==> src/rtl/dwp_pkg.sv <==
// Package: shared operation codes and command numbers for the setting controller.
// Assumes: a 4-bit command field; unlisted command codes act as no-ops.
package dwp_pkg;
    typedef enum logic [2:0] {
        OP_NONE, OP_LIVE_WR, OP_NV_WR, OP_STORE, OP_LOAD, OP_LOAD_ALL
    } op_e;

    typedef enum logic [1:0] {RB_NONE, RB_NV, RB_LIVE} rb_e;

    localparam logic [3:0] C_NOP     = 4'd0;
    localparam logic [3:0] C_LOAD1   = 4'd1;
    localparam logic [3:0] C_STORE   = 4'd2;
    localparam logic [3:0] C_NVWR    = 4'd3;
    localparam logic [3:0] C_LOADALL = 4'd8;
    localparam logic [3:0] C_RDNV    = 4'd9;
    localparam logic [3:0] C_RDLIVE  = 4'd10;
    localparam logic [3:0] C_LIVEWR  = 4'd11;
endpackage

==> src/rtl/dwp_serial_rx.sv <==
// Module: serial front end. It synchronizes sclk, sdi and cs_n, shifts one bit on each
// sclk rising edge while selected, counts the bits and flags a complete word when the
// select is released. The same shift register drives sdo, which gives the 16-bit
// daisy-chain delay.
// Assumes: sclk holds each level for at least three clk cycles. A load is never
// requested in the same cycle as a shift.
module dwp_serial_rx #(
    parameter int WORD = 16
) (
    input  logic            clk,
    input  logic            rst_n,
    input  logic            sclk,
    input  logic            sdi,
    input  logic            cs_n,
    input  logic            load_en,
    input  logic [WORD-1:0] load_val,
    output logic [WORD-1:0] word,
    output logic            word_ok,
    output logic            sdo
);
    localparam int CNTW = $clog2(WORD + 2);
    localparam logic [CNTW-1:0] CNT_FULL = CNTW'(WORD);
    localparam logic [CNTW-1:0] CNT_SAT  = CNTW'(WORD + 1);

    logic [2:0]      sclk_s;
    logic [2:0]      cs_s;
    logic [1:0]      sdi_s;
    logic [WORD-1:0] shreg;
    logic [CNTW-1:0] bitcnt;
    logic            sclk_rise;
    logic            cs_rise;

    // Bring the serial pins into the clk domain.
    always_ff @(posedge clk) begin
        if (!rst_n) begin
            sclk_s <= '0;
            cs_s   <= '1;
            sdi_s  <= '0;
        end else begin
            sclk_s <= {sclk_s[1:0], sclk};
            cs_s   <= {cs_s[1:0], cs_n};
            sdi_s  <= {sdi_s[0], sdi};
        end
    end

    assign sclk_rise = sclk_s[1] & ~sclk_s[2];
    assign cs_rise   = cs_s[1] & ~cs_s[2];

    // Shift register: parallel load for readback, serial shift while selected.
    always_ff @(posedge clk) begin
        if (!rst_n) begin
            shreg <= '0;
        end else if (load_en) begin
            shreg <= load_val;
        end else if (sclk_rise && !cs_s[1]) begin
            shreg <= {shreg[WORD-2:0], sdi_s[1]};
        end
    end

    // Bit counter: cleared while deselected, saturates one past a full word.
    always_ff @(posedge clk) begin
        if (!rst_n) begin
            bitcnt <= '0;
        end else if (cs_s[1] && !cs_rise) begin
            bitcnt <= '0;
        end else if (sclk_rise && !cs_s[1] && bitcnt != CNT_SAT) begin
            bitcnt <= bitcnt + 1'b1;
        end
    end

    // Word strobe: raised for one cycle when a frame of exactly WORD bits closes.
    always_ff @(posedge clk) begin
        if (!rst_n) begin
            word_ok <= 1'b0;
        end else begin
            word_ok <= cs_rise && (bitcnt == CNT_FULL);
        end
    end

    assign word = shreg;
    assign sdo  = shreg[WORD-1];

    a_r1_cnt_bounded: assert property (@(posedge clk) disable iff (!rst_n)
        bitcnt <= CNT_SAT);
    a_r5_shift_in: assert property (@(posedge clk) disable iff (!rst_n)
        (sclk_rise && !cs_s[1] && !load_en) |=> (shreg[0] == $past(sdi_s[1])));
endmodule

==> src/rtl/dwp_regbank.sv <==
// Module: per-channel live setting and shadow registers. Each channel acts on a strobed
// operation from the executor; reload-all reaches every channel.
// Assumes: op_ch is already range-checked by the executor.
module dwp_regbank
    import dwp_pkg::*;
#(
    parameter int NCH = 2,
    parameter int DW  = 8,
    parameter logic [DW-1:0] MID = 8'h80,
    parameter int CHW = 1
) (
    input  logic                    clk,
    input  logic                    rst_n,
    input  logic                    op_stb,
    input  op_e                     op,
    input  logic [CHW-1:0]          op_ch,
    input  logic [DW-1:0]           op_data,
    output logic [NCH-1:0][DW-1:0]  live_q,
    output logic [NCH-1:0][DW-1:0]  nv_q
);
    for (genvar i = 0; i < NCH; i++) begin : g_ch
        logic hit;
        assign hit = op_stb && (int'(op_ch) == i);

        // Live setting: direct write, single reload or reload-all.
        always_ff @(posedge clk) begin
            if (!rst_n) begin
                live_q[i] <= MID;
            end else if (hit && op == OP_LIVE_WR) begin
                live_q[i] <= op_data;
            end else if ((hit && op == OP_LOAD) || (op_stb && op == OP_LOAD_ALL)) begin
                live_q[i] <= nv_q[i];
            end
        end

        // Shadow register: direct write or copy from the live setting.
        always_ff @(posedge clk) begin
            if (!rst_n) begin
                nv_q[i] <= MID;
            end else if (hit && op == OP_NV_WR) begin
                nv_q[i] <= op_data;
            end else if (hit && op == OP_STORE) begin
                nv_q[i] <= live_q[i];
            end
        end
    end

    a_r9_reset_mid: assert property (@(posedge clk)
        !rst_n |=> (live_q[0] == MID && nv_q[0] == MID));
endmodule

==> src/rtl/dwp_exec.sv <==
// Module: command executor. It decodes completed words and preset edges, runs the busy
// timer for memory-related operations and readbacks, enforces write protection and
// ignores requests while busy.
// Assumes: wp_n and pr are asynchronous and are synchronized here.
module dwp_exec
    import dwp_pkg::*;
#(
    parameter int NCH      = 2,
    parameter int DW       = 8,
    parameter int WORD     = 16,
    parameter int BUSY_CYC = 8,
    parameter int CHW      = 1
) (
    input  logic                   clk,
    input  logic                   rst_n,
    input  logic                   word_ok,
    input  logic [WORD-1:0]        word,
    input  logic                   wp_n,
    input  logic                   pr,
    input  logic [NCH-1:0][DW-1:0] live_q,
    input  logic [NCH-1:0][DW-1:0] nv_q,
    output logic                   op_stb,
    output op_e                    op,
    output logic [CHW-1:0]         op_ch,
    output logic [DW-1:0]          op_data,
    output logic                   load_en,
    output logic [WORD-1:0]        load_val,
    output logic                   rdy
);
    localparam int BW = $clog2(BUSY_CYC + 1);
    localparam logic [BW-1:0] BUSY_LAST = BW'(BUSY_CYC - 1);

    typedef enum logic {ST_IDLE, ST_BUSY} st_e;

    st_e            state;
    logic [BW-1:0]  cnt;
    logic [1:0]     wp_s;
    logic [2:0]     pr_s;
    logic           wp_q;
    logic           pr_rise;
    op_e            pend_op;
    rb_e            pend_rb;
    logic [CHW-1:0] pend_ch;
    logic [DW-1:0]  pend_data;

    logic [3:0]     d_cmd;
    logic [3:0]     d_adr;
    logic           d_adr_ok;
    logic           d_imm;
    logic           d_busy;
    op_e            d_op;
    rb_e            d_rb;
    logic [DW-1:0]  rb_val;

    // Synchronize write protect and preset; detect the preset rising edge.
    always_ff @(posedge clk) begin
        if (!rst_n) begin
            wp_s <= '1;
            pr_s <= '0;
        end else begin
            wp_s <= {wp_s[0], wp_n};
            pr_s <= {pr_s[1:0], pr};
        end
    end

    assign wp_q    = wp_s[1];
    assign pr_rise = pr_s[1] & ~pr_s[2];

    assign d_cmd    = word[WORD-1 -: 4];
    assign d_adr    = word[WORD-5 -: 4];
    assign d_adr_ok = int'(d_adr) < NCH;

    // Decode a completed word into an immediate or a busy operation.
    always_comb begin
        d_imm  = 1'b0;
        d_busy = 1'b0;
        d_op   = OP_NONE;
        d_rb   = RB_NONE;
        case (d_cmd)
            C_LOAD1:   if (d_adr_ok)         begin d_imm  = 1'b1; d_op = OP_LOAD;    end
            C_LIVEWR:  if (d_adr_ok && wp_q) begin d_imm  = 1'b1; d_op = OP_LIVE_WR; end
            C_STORE:   if (d_adr_ok && wp_q) begin d_busy = 1'b1; d_op = OP_STORE;   end
            C_NVWR:    if (d_adr_ok && wp_q) begin d_busy = 1'b1; d_op = OP_NV_WR;   end
            C_LOADALL:                       begin d_busy = 1'b1; d_op = OP_LOAD_ALL; end
            C_RDNV:    if (d_adr_ok)         begin d_busy = 1'b1; d_rb = RB_NV;      end
            C_RDLIVE:  if (d_adr_ok)         begin d_busy = 1'b1; d_rb = RB_LIVE;    end
            default: ;
        endcase
    end

    // Select the readback value for the pending channel.
    always_comb begin
        rb_val = (pend_rb == RB_NV) ? nv_q[pend_ch] : live_q[pend_ch];
    end

    // Control sequencer: accept work when idle, time the busy window, then apply it.
    always_ff @(posedge clk) begin
        if (!rst_n) begin
            state     <= ST_IDLE;
            cnt       <= '0;
            pend_op   <= OP_NONE;
            pend_rb   <= RB_NONE;
            pend_ch   <= '0;
            pend_data <= '0;
            op_stb    <= 1'b0;
            op        <= OP_NONE;
            op_ch     <= '0;
            op_data   <= '0;
            load_en   <= 1'b0;
            load_val  <= '0;
        end else begin
            op_stb  <= 1'b0;
            load_en <= 1'b0;
            case (state)
                ST_IDLE: begin
                    if (pr_rise) begin
                        state   <= ST_BUSY;
                        cnt     <= '0;
                        pend_op <= OP_LOAD_ALL;
                        pend_rb <= RB_NONE;
                    end else if (word_ok && d_imm) begin
                        op_stb  <= 1'b1;
                        op      <= d_op;
                        op_ch   <= d_adr[CHW-1:0];
                        op_data <= word[DW-1:0];
                    end else if (word_ok && d_busy) begin
                        state     <= ST_BUSY;
                        cnt       <= '0;
                        pend_op   <= d_op;
                        pend_rb   <= d_rb;
                        pend_ch   <= d_adr[CHW-1:0];
                        pend_data <= word[DW-1:0];
                    end
                end
                ST_BUSY: begin
                    if (cnt == BUSY_LAST) begin
                        state <= ST_IDLE;
                        if (pend_op != OP_NONE &&
                            (wp_q || pend_op == OP_LOAD_ALL || pend_op == OP_LOAD)) begin
                            op_stb  <= 1'b1;
                            op      <= pend_op;
                            op_ch   <= pend_ch;
                            op_data <= pend_data;
                        end
                        if (pend_rb != RB_NONE) begin
                            load_en  <= 1'b1;
                            load_val <= {{(WORD-DW){1'b0}}, rb_val};
                        end
                    end else begin
                        cnt <= cnt + 1'b1;
                    end
                end
                default: state <= ST_IDLE;
            endcase
        end
    end

    assign rdy = (state == ST_IDLE);

    a_r7_wp_blocks: assert property (@(posedge clk) disable iff (!rst_n)
        (op_stb && !$past(wp_q)) |-> (op == OP_LOAD || op == OP_LOAD_ALL));
    a_r10_busy_ends: assert property (@(posedge clk) disable iff (!rst_n)
        (!rdy && cnt == BUSY_LAST) |=> rdy);
    a_r10_cnt_range: assert property (@(posedge clk) disable iff (!rst_n)
        !rdy |-> (cnt <= BUSY_LAST));
    a_r11_busy_holds: assert property (@(posedge clk) disable iff (!rst_n)
        (!rdy && cnt != BUSY_LAST) |=> (!rdy && !op_stb));
endmodule

==> src/rtl/dwp_ctrl_top.sv <==
// Module: top level of the two-channel setting controller. It ties together the serial
// front end, the command executor and the register bank, and flattens the live settings
// onto one output bus.
// Assumes: one core clock; all serial and control inputs are asynchronous to it.
module dwp_ctrl_top
    import dwp_pkg::*;
#(
    parameter int NCH      = 2,
    parameter int DW       = 8,
    parameter int BUSY_CYC = 8
) (
    input  logic              clk,
    input  logic              rst_n,
    input  logic              sclk,
    input  logic              sdi,
    input  logic              cs_n,
    input  logic              wp_n,
    input  logic              pr,
    output logic              sdo,
    output logic              rdy,
    output logic [NCH*DW-1:0] setting
);
    localparam int WORD = 16;
    localparam int CHW  = (NCH > 1) ? $clog2(NCH) : 1;
    localparam logic [DW-1:0] MID = DW'(1 << (DW - 1));

    logic [WORD-1:0]        word;
    logic                   word_ok;
    logic                   load_en;
    logic [WORD-1:0]        load_val;
    logic                   op_stb;
    op_e                    op;
    logic [CHW-1:0]         op_ch;
    logic [DW-1:0]          op_data;
    logic [NCH-1:0][DW-1:0] live_q;
    logic [NCH-1:0][DW-1:0] nv_q;

    dwp_serial_rx #(.WORD(WORD)) u_rx (
        .clk(clk), .rst_n(rst_n), .sclk(sclk), .sdi(sdi), .cs_n(cs_n),
        .load_en(load_en), .load_val(load_val),
        .word(word), .word_ok(word_ok), .sdo(sdo)
    );

    dwp_exec #(.NCH(NCH), .DW(DW), .WORD(WORD), .BUSY_CYC(BUSY_CYC), .CHW(CHW)) u_exec (
        .clk(clk), .rst_n(rst_n), .word_ok(word_ok), .word(word),
        .wp_n(wp_n), .pr(pr), .live_q(live_q), .nv_q(nv_q),
        .op_stb(op_stb), .op(op), .op_ch(op_ch), .op_data(op_data),
        .load_en(load_en), .load_val(load_val), .rdy(rdy)
    );

    dwp_regbank #(.NCH(NCH), .DW(DW), .MID(MID), .CHW(CHW)) u_bank (
        .clk(clk), .rst_n(rst_n), .op_stb(op_stb), .op(op), .op_ch(op_ch),
        .op_data(op_data), .live_q(live_q), .nv_q(nv_q)
    );

    assign setting = live_q;
endmodule

==> config.mk <==
export PLATFORM = sky130hd
export DESIGN_NAME = dwp_ctrl_top
export DESIGN_NICKNAME = d
export VERILOG_FILES = /design/src/rtl/dwp_pkg.sv /design/src/rtl/dwp_serial_rx.sv /design/src/rtl/dwp_regbank.sv /design/src/rtl/dwp_exec.sv /design/src/rtl/dwp_ctrl_top.sv
export SDC_FILE = /design/constraint.sdc
export NUM_CORES = 1
export LEC_CHECK = 0
export CORE_UTILIZATION = 37
export CTS_CLUSTER_SIZE = 14
export DETAILED_ROUTE_END_ITERATION = 7
export SYNTH_ARGS = -nofsm -noshare
export SYNTH_HDL_FRONTEND = slang
export SYNTH_HIERARCHICAL = 1
export SYNTH_SLANG_ARGS = --single-unit
export TNS_END_PERCENT = 5
==> constraint.sdc <==
create_clock -name clk -period 1.6 [get_ports clk]
set_input_delay 0.32 -clock clk [delete_from_list [all_inputs] [get_ports clk]]
set_output_delay 0.32 -clock clk [all_outputs]
set_load 0.01 [all_outputs]
==> results.sh, run 1 <==
export IMPL_num_io_pins=25
export IMPL_cts_hold_repair_buffers=0
export IMPL_final_clock_period_utilization_by_the_worst_path_pct=104
export IMPL_syn_to_final_growth_pct=19.8
export IMPL_wl_per_cell_um=15.9
export IMPL_run_status="complete, but fails checks"
export IMPL_finalHoldViolations=0
export IMPL_setup_worst_path_class="reg2reg"
export IMPL_timing_critical_path_to_type="register"
export IMPL_drtIter0Drc=403
export IMPL_worstPathMaxFanout=9
export IMPL_worst_path_max_delay_cell="sky130_fd_sc_hd__a221o_2"
export IMPL_vdd_ir_drop_max_uv=559
export IMPL_synth_area_um2=5060
export IMPL_layout_cells_most_common="sky130_fd_sc_hd__dfxtp_1"
export IMPL_synth_enable_flop_cells=0
export IMPL_drv_cap=0
export IMPL_power_density_nw_per_um2=858
export IMPL_nNetsFinal=603
export IMPL_multi_input_comb_area_um2=2660
export IMPL_clock_root_buffer="sky130_fd_sc_hd__clkbuf_16"
export IMPL_hold_path_class="in2reg"
export IMPL_final_setup_viol_count=17
export IMPL_route_vias_total=4266
export IMPL_dominantRegCellSynth="sky130_fd_sc_hd__dfxtp_1"
export IMPL_grt_pass1_wl_mm=20.0
export IMPL_async_flop_share_pct=0
export IMPL_insertedDiodeCount=0
export IMPL_tritoncts_clock_tree="built"
export IMPL_core_ar_um2=13300
export IMPL_drt_first_pass_iters=5
export IMPL_cts_buffers_inserted=9
export IMPL_rows=42
export IMPL_gpl_final_weighted_congestion=0.848
export IMPL_clock_tree_htree_level_count=3
export IMPL_clk_transition_reported_paths_ns=0.07
export IMPL_total_power_mw=5.21
export IMPL_floorplan_initialDensity_pct=38.1
export IMPL_achievable_frequency_mhz=601
export IMPL_placed_cells_incl_taps=755
export IMPL_cp_num_buf_inv=0
export IMPL_critical_path_required_ns=1.84
export IMPL_layout_common_cells="99 x sky130_fd_sc_hd__dfxtp_1, 64 x sky130_fd_sc_hd__nand2_1, 57 x sky130_fd_sc_hd__a21oi_1"
export IMPL_report_final_slew_viol_count=0
export IMPL_synthesis_instances=551
export IMPL_power_leakage_nw=2.37
export IMPL_layout_area_seq_um2=2180
export IMPL_timing_critical_path_slowest_cell_delay_ns=0.45
export IMPL_timing_critical_path_from_type="register"
export IMPL_clk_insertion_delay_late_ns=0.36
export IMPL_clock_sinks=108
export IMPL_grt_start_max_net_pins=42
export IMPL_wl_mm=12.3
export IMPL_routed_via_density=5.52
export IMPL_grt_antenna_before_repair=0
export IMPL_count_of_different_cell_masters_after_synthesis=64
export IMPL_total_die_area_um2=14200
export IMPL_layout_cells_non_filler=773
export IMPL_synth_ff_latch_count=108
export IMPL_die_width_um=119
export IMPL_num_fill_cells=1301
export IMPL_drc_errors=0
export IMPL_drt_antenna_violating_nets=0
export IMPL_first_global_vias=4011
export IMPL_numPortBuffers=24
export IMPL_worst_path_dominant_cell_family="compound AO/OA/AOI/OAI gates"
export IMPL_grt_util_all_layers_pct=17.8
export IMPL_drive_gt1_share_pct=17.3
export IMPL_clk_skew_ns=0.0124
export IMPL_place_detailed_hpwl_mm=8.46
export IMPL_synth_seq_area_share_pct=42.7
export IMPL_global_route_overflow_total=0
export IMPL_die_height_um=119
export IMPL_ys_warnings_count=6
export IMPL_syn_area_per_cell_um2=9.19
export IMPL_unrepaired_setup_endpoints_after_global_routing="true"
export IMPL_failed_checks="negative setup slack"
export IMPL_post_route_worst_setup_slack_ns=-0.0642
export IMPL_min_cycle_time_layout_ns=1.66
export IMPL_cts_buffer_depth=2
export IMPL_list_of_cells_traversed_by_the_critical_path="or3b_4 > a221o_2 > a21boi_4 > o21ai_0"
export IMPL_cp_data_arrival_time_ns=1.90
## layer usage
metal / vias to the layer above / track usage (%) / routed length, um / part of all wire (%)
met5: - / 0 / 0 / 0
met4: 0 / 4.83 / 130 / 1.1
met3: 14 / 4.02 / 580 / 4.7
met2: 99 / 29.3 / 5950 / 48
met1: 2066 / 23.5 / 5620 / 46
li1: 2087 / - / - / -
## final cells by class
class                   instances  area share (%)
clock inverters                 7            1.36
flip-flops and latches        108            35.9
inverters                       7           0.433
clock buffers                   9            3.71
well taps                     176            3.63
multi-input cells             394            43.9
repair buffers                 72            11.1
## tightest hold or removal path: stages
cell and delay (ns):
sky130_fd_sc_hd__buf_2 0.15, sky130_fd_sc_hd__buf_12 0.17, sky130_fd_sc_hd__nand2b_1 0.07
## metrics by stage
step	util [%]	worst slack, ns	cell area (um2)	hold WS (ns)	setup TNS, ns
after CTS	45.1	-0.111	6000	0.374	-0.884
after detailed placement	42.8	-0.142	5690	0.398	-2.94
after global routing	45.6	-0.142	6070	0.392	-2.35
final	45.6	-0.0642	6070	0.386	-0.658
after global placement	42.8	-0.0996	5690	0.401	-1.98
after floorplan	-	-0.160	5110	0.386	-2.33
## worst paths after layout
check	startpoint	to	slack (ns)	depth (start not counted)
hold reg to reg	u_exec/wp_s[0]$_SDFF_PN1_	u_exec/wp_s[1]$_SDFF_PN1_	0.42	1
setup / recovery	u_rx/word[13]$_SDFFE_PN0P_	u_exec/cnt[1]$_SDFFE_PN0P_	-0.06	4
hold / removal	rst_n	u_bank/nv_q[15]$_SDFFE_PN1P_	0.39	3
setup reg to reg	u_rx/word[13]$_SDFFE_PN0P_	u_exec/cnt[1]$_SDFFE_PN0P_	-0.06	4
## kinds of logic after synthesis
| family | count (synthesis) | share of synthesized area (%) |
|---|---|---|
| simple gates | 154 | 16.8 |
| buf+inv | 57 | 6.40 |
| fa+ha+maj | 4 | 0.988 |
| compound gates | 191 | 24.0 |
| xor+xnor | 1 | 0.173 |
| flops | 108 | 42.7 |
| other cells | 1 | 0.0741 |
| mux | 35 | 8.90 |
## cells in the mapped netlist (2+ instances only)
| cell | count | share of area [%] |
|---|---|---|
| sky130_fd_sc_hd__a211oi_1 | 24 | 3.6 |
| sky130_fd_sc_hd__a21oi_1 | 58 | 5.7 |
| sky130_fd_sc_hd__a21oi_2 | 2 | 0.35 |
| sky130_fd_sc_hd__a311oi_1 | 3 | 0.52 |
| sky130_fd_sc_hd__a31oi_1 | 17 | 2.1 |
| sky130_fd_sc_hd__a32o_1 | 2 | 0.40 |
| sky130_fd_sc_hd__and2_1 | 11 | 1.4 |
| sky130_fd_sc_hd__buf_1 | 2 | 0.15 |
| sky130_fd_sc_hd__buf_2 | 10 | 0.99 |
| sky130_fd_sc_hd__buf_4 | 15 | 2.2 |
| sky130_fd_sc_hd__buf_6 | 4 | 0.89 |
| sky130_fd_sc_hd__clkbuf_1 | 17 | 1.3 |
| sky130_fd_sc_hd__dfxtp_1 | 108 | 43 |
| sky130_fd_sc_hd__ha_1 | 4 | 0.99 |
| sky130_fd_sc_hd__inv_1 | 7 | 0.52 |
| sky130_fd_sc_hd__mux2i_1 | 27 | 5.3 |
| sky130_fd_sc_hd__mux4_2 | 8 | 3.6 |
| sky130_fd_sc_hd__nand2_1 | 64 | 4.7 |
| sky130_fd_sc_hd__nand2b_1 | 12 | 1.5 |
| sky130_fd_sc_hd__nand3_1 | 15 | 1.5 |
| sky130_fd_sc_hd__nand3b_1 | 2 | 0.30 |
| sky130_fd_sc_hd__nand4_1 | 2 | 0.25 |
| sky130_fd_sc_hd__nand4b_1 | 2 | 0.35 |
| sky130_fd_sc_hd__nor2_1 | 7 | 0.52 |
| sky130_fd_sc_hd__nor2b_1 | 11 | 1.4 |
| sky130_fd_sc_hd__nor3_1 | 5 | 0.49 |
| sky130_fd_sc_hd__nor3b_1 | 2 | 0.30 |
| sky130_fd_sc_hd__nor4_1 | 2 | 0.25 |
| sky130_fd_sc_hd__o211a_1 | 14 | 2.8 |
| sky130_fd_sc_hd__o21ai_0 | 57 | 5.6 |
| sky130_fd_sc_hd__o221a_1 | 2 | 0.44 |
| sky130_fd_sc_hd__or3_1 | 3 | 0.37 |
## sequential cells by signal, summed over array words and instances (netlist names), 4 cells and up
signal	count
u_rx/word	16
u_bank/live_q	16
u_exec/cnt	4
u_exec/op_data	8
u_exec/load_val	8
u_rx/bitcnt	5
u_exec/pend_data	8
u_bank/nv_q	16
## power breakdown
| group | total, mW | switching, mW | internal, mW |
|---|---|---|---|
| clock | 2.32 | 1.08 | 1.24 |
| sequential | 2.72 | 0.0147 | 2.70 |
| combinational | 0.171 | 0.0993 | 0.0715 |
## what timing repair did
| action | CTS | global route |
|---|---|---|
| pin swaps | 19 | 5 |
| gates resized for setup | 34 | 14 |
| setup buffers | 0 | 1 |
| setup endpoints to repair | 48 | 36 |
| gates cloned | 0 | 1 |
No activity file was read; power rests on OpenSTA's default activity.
==> run 2: changes to the inputs <==
- SLEW_MARGIN: unset -> 20
==> results of run 2 <==
No change in the layout: final DEF, timing and power equal those of run 1.
==> run 3: changes to the inputs <==
- HOLD_SLACK_MARGIN: unset -> 0.02
==> results of run 3 <==
No change in the layout: final DEF, timing and power equal those of run 1.
